$ cat src/rtl/mbus_pkg.sv
package mbus_pkg;

  typedef enum logic [2:0] {
    ST_IDLE,
    ST_ALE_SU,
    ST_ALE_ACT,
    ST_ALE_HD,
    ST_DAT_SU,
    ST_DAT_STB,
    ST_WR_HD,
    ST_RD_TURN
  } mbusState_e;

  typedef struct packed {
    logic loadReq;
    logic driveAle;
    logic aleOn;
    logic latchUpper;
    logic driveData;
    logic rdOn;
    logic wrOn;
    logic capture;
    logic done;
  } mbusStrobe_t;

endpackage

$ cat src/rtl/mbus_ctrl.sv
module mbus_ctrl
  import mbus_pkg::*;
#(
  parameter int LEN_W = 5
) (
  input  logic             clk,
  input  logic             rstN,
  input  logic             reqValid,
  input  logic             needAle,
  input  logic             isWrite,
  input  logic [LEN_W-1:0] cycLen,
  output logic             reqReady,
  output mbusStrobe_t      stb
);

  mbusState_e       state, nextState;
  logic [LEN_W-1:0] cnt;
  logic             accept;
  logic             lastBeat;

  assign reqReady = (state == ST_IDLE);
  assign accept   = reqReady && reqValid;
  assign lastBeat = (state == ST_DAT_STB) && (cnt == '0);

  always_comb begin
    nextState = state;
    unique case (state)
      ST_IDLE:    if (accept) nextState = needAle ? ST_ALE_SU : ST_DAT_SU;
      ST_ALE_SU:  nextState = ST_ALE_ACT;
      ST_ALE_ACT: nextState = ST_ALE_HD;
      ST_ALE_HD:  nextState = ST_DAT_SU;
      ST_DAT_SU:  nextState = ST_DAT_STB;
      ST_DAT_STB: if (lastBeat) nextState = isWrite ? ST_WR_HD : ST_RD_TURN;
      ST_WR_HD:   nextState = ST_IDLE;
      ST_RD_TURN: nextState = ST_IDLE;
      default:    nextState = ST_IDLE;
    endcase
  end

  always_ff @(posedge clk) begin
    if (!rstN) begin
      state <= ST_IDLE;
      cnt   <= '0;
    end else begin
      state <= nextState;
      if (state == ST_DAT_SU) begin
        cnt <= cycLen;
      end else if (state == ST_DAT_STB && cnt != '0) begin
        cnt <= cnt - 1'b1;
      end
    end
  end

  always_comb begin
    stb            = '0;
    stb.loadReq    = accept;
    stb.driveAle   = (state == ST_ALE_SU) || (state == ST_ALE_ACT) || (state == ST_ALE_HD);
    stb.aleOn      = (state == ST_ALE_ACT);
    stb.latchUpper = (state == ST_ALE_ACT);
    stb.driveData  = (state == ST_DAT_SU) || (state == ST_DAT_STB) || (state == ST_WR_HD);
    stb.rdOn       = (state == ST_DAT_STB) && !isWrite;
    stb.wrOn       = (state == ST_DAT_STB) && isWrite;
    stb.capture    = lastBeat && !isWrite;
    stb.done       = (state == ST_WR_HD) || (state == ST_RD_TURN);
  end

  AST_ONE_STROBE: assert property (@(posedge clk) disable iff (!rstN)
    $onehot0({stb.aleOn, stb.rdOn, stb.wrOn}));

  AST_DONE_THEN_READY: assert property (@(posedge clk) disable iff (!rstN)
    stb.done |=> reqReady);

  AST_NO_ACCEPT_IN_TURN: assert property (@(posedge clk) disable iff (!rstN)
    (stb.done && !isWrite) |-> !reqReady);

endmodule

$ cat src/rtl/mbus_dpath.sv
module mbus_dpath
  import mbus_pkg::*;
#(
  parameter int AD_W  = 16,
  parameter int LEN_W = 5
) (
  input  logic                          clk,
  input  logic                          rstN,
  input  mbusStrobe_t                   stb,
  input  logic                          reqWrite,
  input  logic                          reqWide,
  input  logic [AD_W+(AD_W/2)-1:0]      reqAddr,
  input  logic [AD_W-1:0]               reqWdata,
  input  logic                          cfgAleLow,
  input  logic [LEN_W-1:0]              cfgCycLen,
  input  logic [AD_W-1:0]               busAdIn,
  output logic                          needAle,
  output logic                          isWrite,
  output logic [LEN_W-1:0]              cycLen,
  output logic                          rspValid,
  output logic [AD_W-1:0]               rspData,
  output logic                          busAle,
  output logic                          busRdN,
  output logic                          busWrN,
  output logic [AD_W-1:0]               busAdOut,
  output logic [1:0]                    busAdOe
);

  localparam int LANE_W = AD_W / 2;
  localparam int ADDR_W = AD_W + LANE_W;
  localparam int LANES  = 2;

  logic [AD_W-1:0]   regUpper;
  logic [LANE_W-1:0] regLow;
  logic [AD_W-1:0]   regWdata;
  logic              regWrite;
  logic              regWide;
  logic [LEN_W-1:0]  regLen;
  logic [AD_W-1:0]   lastUpper;
  logic              lastValid;
  logic              prevPol;
  logic              polChanged;
  logic [AD_W-1:0]   rdData;

  assign polChanged = (cfgAleLow != prevPol);
  assign needAle    = !lastValid || polChanged || (reqAddr[ADDR_W-1:LANE_W] != lastUpper);
  assign isWrite    = regWrite;
  assign cycLen     = regLen;

  always_ff @(posedge clk) begin
    if (!rstN) begin
      regUpper  <= '0;
      regLow    <= '0;
      regWdata  <= '0;
      regWrite  <= 1'b0;
      regWide   <= 1'b0;
      regLen    <= '0;
      lastUpper <= '0;
      lastValid <= 1'b0;
      prevPol   <= 1'b0;
      rdData    <= '0;
    end else begin
      prevPol <= cfgAleLow;
      if (stb.loadReq) begin
        regUpper <= reqAddr[ADDR_W-1:LANE_W];
        regLow   <= reqAddr[LANE_W-1:0];
        regWdata <= reqWdata;
        regWrite <= reqWrite;
        regWide  <= reqWide;
        regLen   <= cfgCycLen;
      end
      if (stb.latchUpper) begin
        lastUpper <= regUpper;
      end
      if (polChanged) begin
        lastValid <= 1'b0;
      end else if (stb.latchUpper) begin
        lastValid <= 1'b1;
      end
      if (stb.capture) begin
        rdData <= regWide ? busAdIn : {{(AD_W-LANE_W){1'b0}}, busAdIn[LANE_W-1:0]};
      end
    end
  end

  for (genvar g = 0; g < LANES; g++) begin : gLane
    logic [LANE_W-1:0] laneOut;
    logic              laneOe;
    always_comb begin
      laneOut = '0;
      laneOe  = 1'b0;
      if (stb.driveAle) begin
        laneOut = regUpper[g*LANE_W +: LANE_W];
        laneOe  = 1'b1;
      end else if (stb.driveData) begin
        if (g == 1 && !regWide) begin
          laneOut = regLow;
          laneOe  = 1'b1;
        end else begin
          laneOut = regWdata[g*LANE_W +: LANE_W];
          laneOe  = regWrite;
        end
      end
    end
    assign busAdOut[g*LANE_W +: LANE_W] = laneOut;
    assign busAdOe[g]                   = laneOe;
  end

  assign busAle   = stb.aleOn ^ cfgAleLow;
  assign busRdN   = !stb.rdOn;
  assign busWrN   = !stb.wrOn;
  assign rspValid = stb.done;
  assign rspData  = rdData;

  logic aleActive;
  assign aleActive = (busAle != cfgAleLow);

  AST_ALE_ADDR_BEFORE: assert property (@(posedge clk) disable iff (!rstN)
    $rose(aleActive) |-> ($past(busAdOe) == 2'b11) && $stable(busAdOut));

  AST_ALE_ADDR_AFTER: assert property (@(posedge clk) disable iff (!rstN)
    $fell(aleActive) |-> (busAdOe == 2'b11) && $stable(busAdOut));

  AST_NO_DUAL_STROBE: assert property (@(posedge clk) disable iff (!rstN)
    !(!busRdN && !busWrN) && !(aleActive && (!busRdN || !busWrN)));

  AST_WR_SETUP: assert property (@(posedge clk) disable iff (!rstN)
    $fell(busWrN) |-> ($past(busAdOe) == 2'b11) && $stable(busAdOut));

  AST_WR_HOLD: assert property (@(posedge clk) disable iff (!rstN)
    $rose(busWrN) |-> (busAdOe == 2'b11) && $stable(busAdOut) && rspValid);

  AST_WR_DATA_STABLE: assert property (@(posedge clk) disable iff (!rstN)
    (!busWrN && $past(!busWrN)) |-> $stable(busAdOut));

  AST_RD_LOW_LANE_FREE: assert property (@(posedge clk) disable iff (!rstN)
    !busRdN |-> !busAdOe[0]);

  AST_TURN_QUIET: assert property (@(posedge clk) disable iff (!rstN)
    (rspValid && $past(!busRdN)) |-> (busAdOe == 2'b00));

endmodule

$ cat src/rtl/mbus_master.sv
module mbus_master
  import mbus_pkg::*;
#(
  parameter int AD_W  = 16,
  parameter int LEN_W = 5
) (
  input  logic                     clk,
  input  logic                     rstN,
  input  logic                     reqValid,
  output logic                     reqReady,
  input  logic                     reqWrite,
  input  logic                     reqWide,
  input  logic [AD_W+(AD_W/2)-1:0] reqAddr,
  input  logic [AD_W-1:0]          reqWdata,
  input  logic                     cfgAleLow,
  input  logic [LEN_W-1:0]         cfgCycLen,
  output logic                     rspValid,
  output logic [AD_W-1:0]          rspData,
  output logic                     busAle,
  output logic                     busRdN,
  output logic                     busWrN,
  output logic [AD_W-1:0]          busAdOut,
  output logic [1:0]               busAdOe,
  input  logic [AD_W-1:0]          busAdIn
);

  mbusStrobe_t      stb;
  logic             needAle;
  logic             isWrite;
  logic [LEN_W-1:0] cycLen;

  mbus_ctrl #(.LEN_W(LEN_W)) ctrl_i (
    .clk      (clk),
    .rstN     (rstN),
    .reqValid (reqValid),
    .needAle  (needAle),
    .isWrite  (isWrite),
    .cycLen   (cycLen),
    .reqReady (reqReady),
    .stb      (stb)
  );

  mbus_dpath #(.AD_W(AD_W), .LEN_W(LEN_W)) dpath_i (
    .clk       (clk),
    .rstN      (rstN),
    .stb       (stb),
    .reqWrite  (reqWrite),
    .reqWide   (reqWide),
    .reqAddr   (reqAddr),
    .reqWdata  (reqWdata),
    .cfgAleLow (cfgAleLow),
    .cfgCycLen (cfgCycLen),
    .busAdIn   (busAdIn),
    .needAle   (needAle),
    .isWrite   (isWrite),
    .cycLen    (cycLen),
    .rspValid  (rspValid),
    .rspData   (rspData),
    .busAle    (busAle),
    .busRdN    (busRdN),
    .busWrN    (busWrN),
    .busAdOut  (busAdOut),
    .busAdOe   (busAdOe)
  );

endmodule

$ cat config.mk
export PLATFORM = sky130hd
export DESIGN_NAME = mbus_master
export DESIGN_NICKNAME = d
export VERILOG_FILES = /design/src/rtl/mbus_pkg.sv /design/src/rtl/mbus_ctrl.sv /design/src/rtl/mbus_dpath.sv /design/src/rtl/mbus_master.sv
export SDC_FILE = /design/constraint.sdc
export NUM_CORES = 1
export LEC_CHECK = 0
export ABC_AREA = 0
export BUFFER_PORTS_ARGS = -buffer_cell sky130_fd_sc_hd__buf_4
export CORE_ASPECT_RATIO = 2
export CORE_MARGIN = 1
export CORE_UTILIZATION = 34
export CTS_CLUSTER_SIZE = 24
export DETAILED_ROUTE_END_ITERATION = 8
export PLACE_DENSITY = 0.54
export SLEW_MARGIN = 20
export SYNTH_ARGS = -nofsm -noshare
export SYNTH_HDL_FRONTEND = slang
export SYNTH_SLANG_ARGS = --single-unit
$ cat constraint.sdc
create_clock -name clk -period 2.04 [get_ports clk]
set_input_delay 0.102 -clock clk [delete_from_list [all_inputs] [get_ports clk]]
set_output_delay 0.102 -clock clk [all_outputs]
set_load 0.01 [all_outputs]
==> impl_metrics.ini, run 1 <==
[power]
irDropWorstVdd_mv = 0.579
p_per_area_nw_per_um2 = 1030
p_leak_uw = 0.00200

[synthesis]
syn_avg_cell_area_um2 = 7.75
synth.ff_latch_count = 89
yosys-top-cells-count = nand2_1 (169), dfxtp_1 (89), a21oi_1 (84)
ys.flop_type = dfxtp_1
yosysUniqueCellTypes = 42
synth.most_common_cell = nand2_1
yosys_warnings = 0
synthesis.nets = 559
yosys-top-cells-area = dfxtp_1 (47%), nand2_1 (17%), a21oi_1 (11%)
yosysTopAreaCell = dfxtp_1
synthCells = 491
synth_area_um2 = 3800
yosys.area.top_type_share = 0.468
synth_edf_count = 0
async_reset_ff_frac = 0
yosysSeqAreaShare = 0.468

[finish]
antenna_cells = 0
num-fill-cells = 1124
syn2layout_area_growth_pct = 32.9
utilization = 0.465
fin_nets = 655
final_cells = 730
drive_gt1_frac = 0.237

[sta]
setup_viol = 0
clock_skew_ns = 0.00812
hold_violations = 0
finalMaxSlewViolations = 0
relSlewSlack = 0.537
max_freq_mhz = 530
period_minus_slack_ns = 1.89
worst_pin_slew_ns = 0.694
rsz0062_at_grt = no
post-route-period-util = 0.925
fin_tns_setup_ns = 0

[critical_path]
startpoint_type = flop
end_kind = output pin
path_max_fanout = 14
critPathRequiredTime_ns = 1.94
worst_ep_arrival_time_ns = 1.79
path_class = reg2out

[placement]
place_hpwl_um = 7510
placed_cells = 716
io_buffers = 105
gp_congestion = 0.784

[cts]
cts_tree = built
htreeDepth = 3
root_buffer = clkbuf_16
insertion_delay_ns = 0.33
ctsHoldBuffers = 0
clk_pin_slew_worst_paths_ns = 0.06
numCtsBuffers = 9
clockBufferDepth = 2
post_cts_resized = 0
post-cts-setup-buffers = 0
cts.sink_count = 89

[detailed_routing]
vias = 3545
drt_wl_total_um = 10600
routedWlPerCell_um = 14.5
drt_drc_violations_left = 0
drt-pass1-iter-count = 4
routed_via_density = 4.86
drt_iter0_markers = 145
postRouteAntennaNets = 0

[floorplanning]
num_rows = 54
die-area_um2 = 11600
start_util = 0.350
pin_count = 106
core_um2 = 10900
die_w_um = 76.8
die_h_um = 152

[global_route]
grt_first_pass_wirelength_um = 16600
grt_max_degree = 48
grt_pass1_vias = 3403
antenna_found_initial = 0
grtUsageTotal = 0.185
gr-total-overflow = 0

[job]
drv_cap = 0

[min_path]
hp-class = in2reg

[status]
status = finished, final reports clean
## power breakdown
group / leakage, uW / internal [uW] / total, uW / switching [uW]
sequential: 0.000724 / 1920 / 2080 / 157
combinational: 0.00113 / 610 / 1410 / 802
clock: 0.000148 / 1060 / 1700 / 644
total: 0.00200 / 3590 / 5190 / 1600
## flip-flops by register name (all words and copies together) (netlist names)
name	flops
dpath_i.lastUpper	16
dpath_i.cycLen	5
dpath_i.lastValid	1
dpath_i.regWide	1
ctrl_i.state	3
ctrl_i.cnt	5
dpath_i.regWdata	16
dpath_i.rspData	16
dpath_i.prevPol	1
dpath_i.isWrite	1
dpath_i.regLow	8
dpath_i.regUpper	16
## worst max-delay path: stages (launching register included)
cell,delay (ns)
dfxtp_1,0.58
nand2_1,0.34
o21ai_0,0.35
buf_4,0.18
## path summary, 6_finish.rpt
check	start	end	slack (ns)	cells after the start
setup reg to reg	ctrl_i.cnt[0]	dpath_i.rspData[13]	0.26	7
hold reg to reg	dpath_i.rspData[8]	dpath_i.rspData[8]	0.45	2
hold / removal	busAdIn[6]	dpath_i.rspData[6]	0.01	3
setup / recovery	ctrl_i.state[2]	busAdOut[15]	0.15	3
## cells in the final DEF (no fill, tap or decap), drive strengths merged, types with 2 or more instances in the layout
master  netlist  layout
a21oi        84      84
a22o          8       8
a22oi         2       2
and2          5       5
buf          17     121
bufinv        0       2
clkbuf       19      10
clkinv        0       2
dfxtp        89      89
inv           4       4
mux2i         8       8
nand2       169     169
nand2b        3       3
nand3        10      10
nand4         3       3
nand4b        2       2
nor2          8       8
nor2b         4       4
nor3          4       4
o21ai        14      14
xnor2        15      15
xor2          4       4
## per-stage QoR
step                      power [uW]  setup WS, ns  area, um^2  hold WS [ns]
after floorplan                 2950         0.381        3800         0.224
final                           5190         0.152        5060        0.0114
after CTS                       5260         0.123        5060     0.0000605
after detailed placement        3550         0.286        4760         0.356
after global routing            5500        0.0215        5060       0.00459
after global placement          3520         0.391        4760         0.341
## routing by layer
metal / wire length [um] / GRT usage / up-vias
met2: 5810 / 0.350 / 80
met3: 384 / 0.0353 / 11
met4: 170 / 0.0692 / 0
met5: 0 / 0 / -
met1: 4190 / 0.201 / 1638
li1: - / - / 1816
## logic make-up (layout without fill, tap and decap cells)
group                      after synthesis  after routing  synth area share
and+or+nand+nor                        214            214             0.238
AOI/OAI and AO/OA                      119            119             0.175
muxes                                    9              9            0.0240
adders and majority gates                1              1           0.00329
DFF                                     89             89             0.468
buffers and inverters                   40            139            0.0480
xor gates and xnor gates                19             19            0.0437
## final cells by class
| class | instances | area (um^2) | share of cell area |
|---|---|---|---|
| Inverter | 4 | 15.0 | 0.00297 |
| Multi-Input combinational cell | 362 | 1840 | 0.364 |
| Clock buffer | 10 | 229 | 0.0453 |
| Sequential cell | 89 | 1780 | 0.352 |
| Tap cell | 140 | 175 | 0.0346 |
| Timing Repair Buffer | 121 | 946 | 0.187 |
| Clock inverter | 4 | 70.1 | 0.0139 |
No activity file was read; power rests on OpenSTA's default activity.
==> inputs of run 2 (changes only) <==
==> constraint.sdc (replaced) <==
create_clock -name clk -period 2.04 [get_ports clk]
set_input_delay 0.306 -clock clk [delete_from_list [all_inputs] [get_ports clk]]
set_output_delay 0.306 -clock clk [all_outputs]
set_load 0.01 [all_outputs]
==> run 2 against run 1 <==
Compared with the run above:
- count of clock-buffer cells in the layout unchanged
- sequential cell count unchanged
- via count increased by 0.73%
- cell count increased by 0.41%
- worst hold slack improved by 0.20 ns
- worst setup slack got worse by 0.012 ns
- utilization increased by 0.55 points
- non-clock buffer count increased by 1
- final area increased by 1.2%
- first-iteration DRC count decreased by 27%
- clock skew decreased by 0.0034 ns
- global-route usage decreased by 0.18 points
- largest cell class unchanged
==> impl_metrics.ini, run 2 (same netlist as run 1, synthesis figures left out) <==
[status]
status = finished, final reports clean

[floorplanning]
pin_count = 106
core_um2 = 10900
start_util = 0.350
die-area_um2 = 11600
die_h_um = 152
num_rows = 54
die_w_um = 76.8

[sta]
finalMaxSlewViolations = 0
setup_ws_ns = 0.140
period_minus_slack_ns = 1.90
clock_skew_ns = 0.00467
whs_ns = 0.213
max_freq_mhz = 526
rsz0062_at_grt = no
relSlewSlack = 0.507
post-route-period-util = 0.931
setup_viol = 0
worst_pin_slew_ns = 0.740
hold_violations = 0
fin_tns_setup_ns = 0

[min_path]
min-delay-start = reqWdata[3]
hp-class = in2reg

[cts]
insertion_delay_ns = 0.33
root_buffer = clkbuf_16
numCtsBuffers = 9
cts.sink_count = 89
cts_tree = built
clk_pin_slew_worst_paths_ns = 0.07
htreeDepth = 3
clockBufferDepth = 2

[detailed_routing]
routedWlPerCell_um = 14.2
drt-pass1-iter-count = 4
drt_wl_total_um = 10400
routed_via_density = 4.87
drt_iter0_markers = 106
vias = 3571
drt_drc_violations_left = 0
postRouteAntennaNets = 0

[finish]
final_area_um2 = 5120
antenna_cells = 0
final_common_cell = nand2_1
drive_gt1_frac = 0.248
mostFrequentLayoutCells = nand2_1 (168), buf_4 (117), dfxtp_1 (87), a21oi_1 (84), xnor2_1 (15)
fin_nets = 656
syn2layout_area_growth_pct = 34.5

[global_route]
antenna_found_initial = 0
grtUsageTotal = 0.183
grt_first_pass_wirelength_um = 16600
gr-total-overflow = 0
grt_pass1_vias = 3460
grt_max_degree = 41

[power]
p_total_uw = 5270
irDropWorstVdd_mv = 0.545
p_leak_uw = 0.00201
p_per_area_nw_per_um2 = 1030

[critical_path]
r2r_slack_ns = 0.36
path_max_fanout = 12
critPathMaxStageDelay_ns = 0.44
r2r-start = ctrl_i.cnt[0]
critPathRequiredTime_ns = 1.73
startpoint = ctrl_i.state[1]
end_kind = output pin
r2r-end = dpath_i.rspData[10]
r2r_cells = 8
crit_end = busAdOut[0]
slowest_stage = dfxtp_2
path_class = reg2out
worst_ep_arrival_time_ns = 1.59
cp_cell_sequence = nand2_1 > and2_2 > a22o_1 > buf_4
startpoint_type = flop

[placement]
dpl_cell_area_um2 = 4770
place_hpwl_um = 7450
io_buffers = 105
pre_cts_ws_ns = 0.234
gp_congestion = 0.766

[job]
drv_cap = 0
[run 2: cell count changes in the layout (fill, tap and decap cells not counted), sizes merged]
cell,change
buf,+1
clkinv,-2
inv,+1
clkinvlp,+3
[run 2: layer usage]
layer	GRT usage	vias up	wire [um]
met4	0.0712	0	146
met3	0.0335	8	352
li1	-	1823	-
met1	0.199	1659	4100
met5	0	-	0
met2	0.346	81	5800
[run 2: how the worst min path moves through the flow]
| stage | depth (start not counted) | slack [ns] | endpoint |
|---|---|---|---|
| 3_3_place_gp | 2 | 0.44 | dpath_i.rspData[10] |
| 4_1_cts | 3 | 0.20 | dpath_i.regWdata[3] |
| 3_5_place_dp | 2 | 0.44 | dpath_i.rspData[15] |
| 6_report | 3 | 0.21 | dpath_i.regWdata[3] |
| 5_1_grt | 3 | 0.21 | dpath_i.rspData[7] |
| 2_1_floorplan | 1 | 0.43 | dpath_i.prevPol |
[run 2: stage by stage]
| stage | utilization | std cells |
|---|---|---|
| after floorplan | - | 491 |
| after global placement | 0.438 | 714 |
| after detailed placement | 0.438 | 714 |
| after CTS | 0.468 | 730 |
| after global routing | 0.471 | 733 |
| final | 0.471 | 733 |
[run 2: worst max-delay path: cells and delay by family, from the launching register on]
kind                   cells  cell delay [ns]
AO/OA/AOI/OAI              1             0.22
buffers and inverters      1             0.15
flip-flops                 1             0.44
AND/OR/NAND/NOR            2             0.45
[run 2: power breakdown]
part | internal (uW) | leakage (uW) | switching (uW)
clock network | 1080 | 0.000145 | 678
logic | 630 | 0.00114 | 792
registers | 1930 | 0.000725 | 161
[run 2: area by class of cell]
type,count,area (um^2)
Multi-Input combinational cell,362,1850
Inverter,4,15.0
Timing Repair Buffer,122,978
Fill cell,1108,5760
Clock buffer,10,229
Sequential cell,89,1780
Clock inverter,6,91.3
Tap cell,140,175
[run 2: what timing repair did]
| item | CTS | global route |
|---|---|---|
| hold buffers | 0 | 0 |
| resized for setup | 1 | 3 |
| buffers inserted | 0 | 3 |
| endpoints found under the setup margin | 9 | 20 |
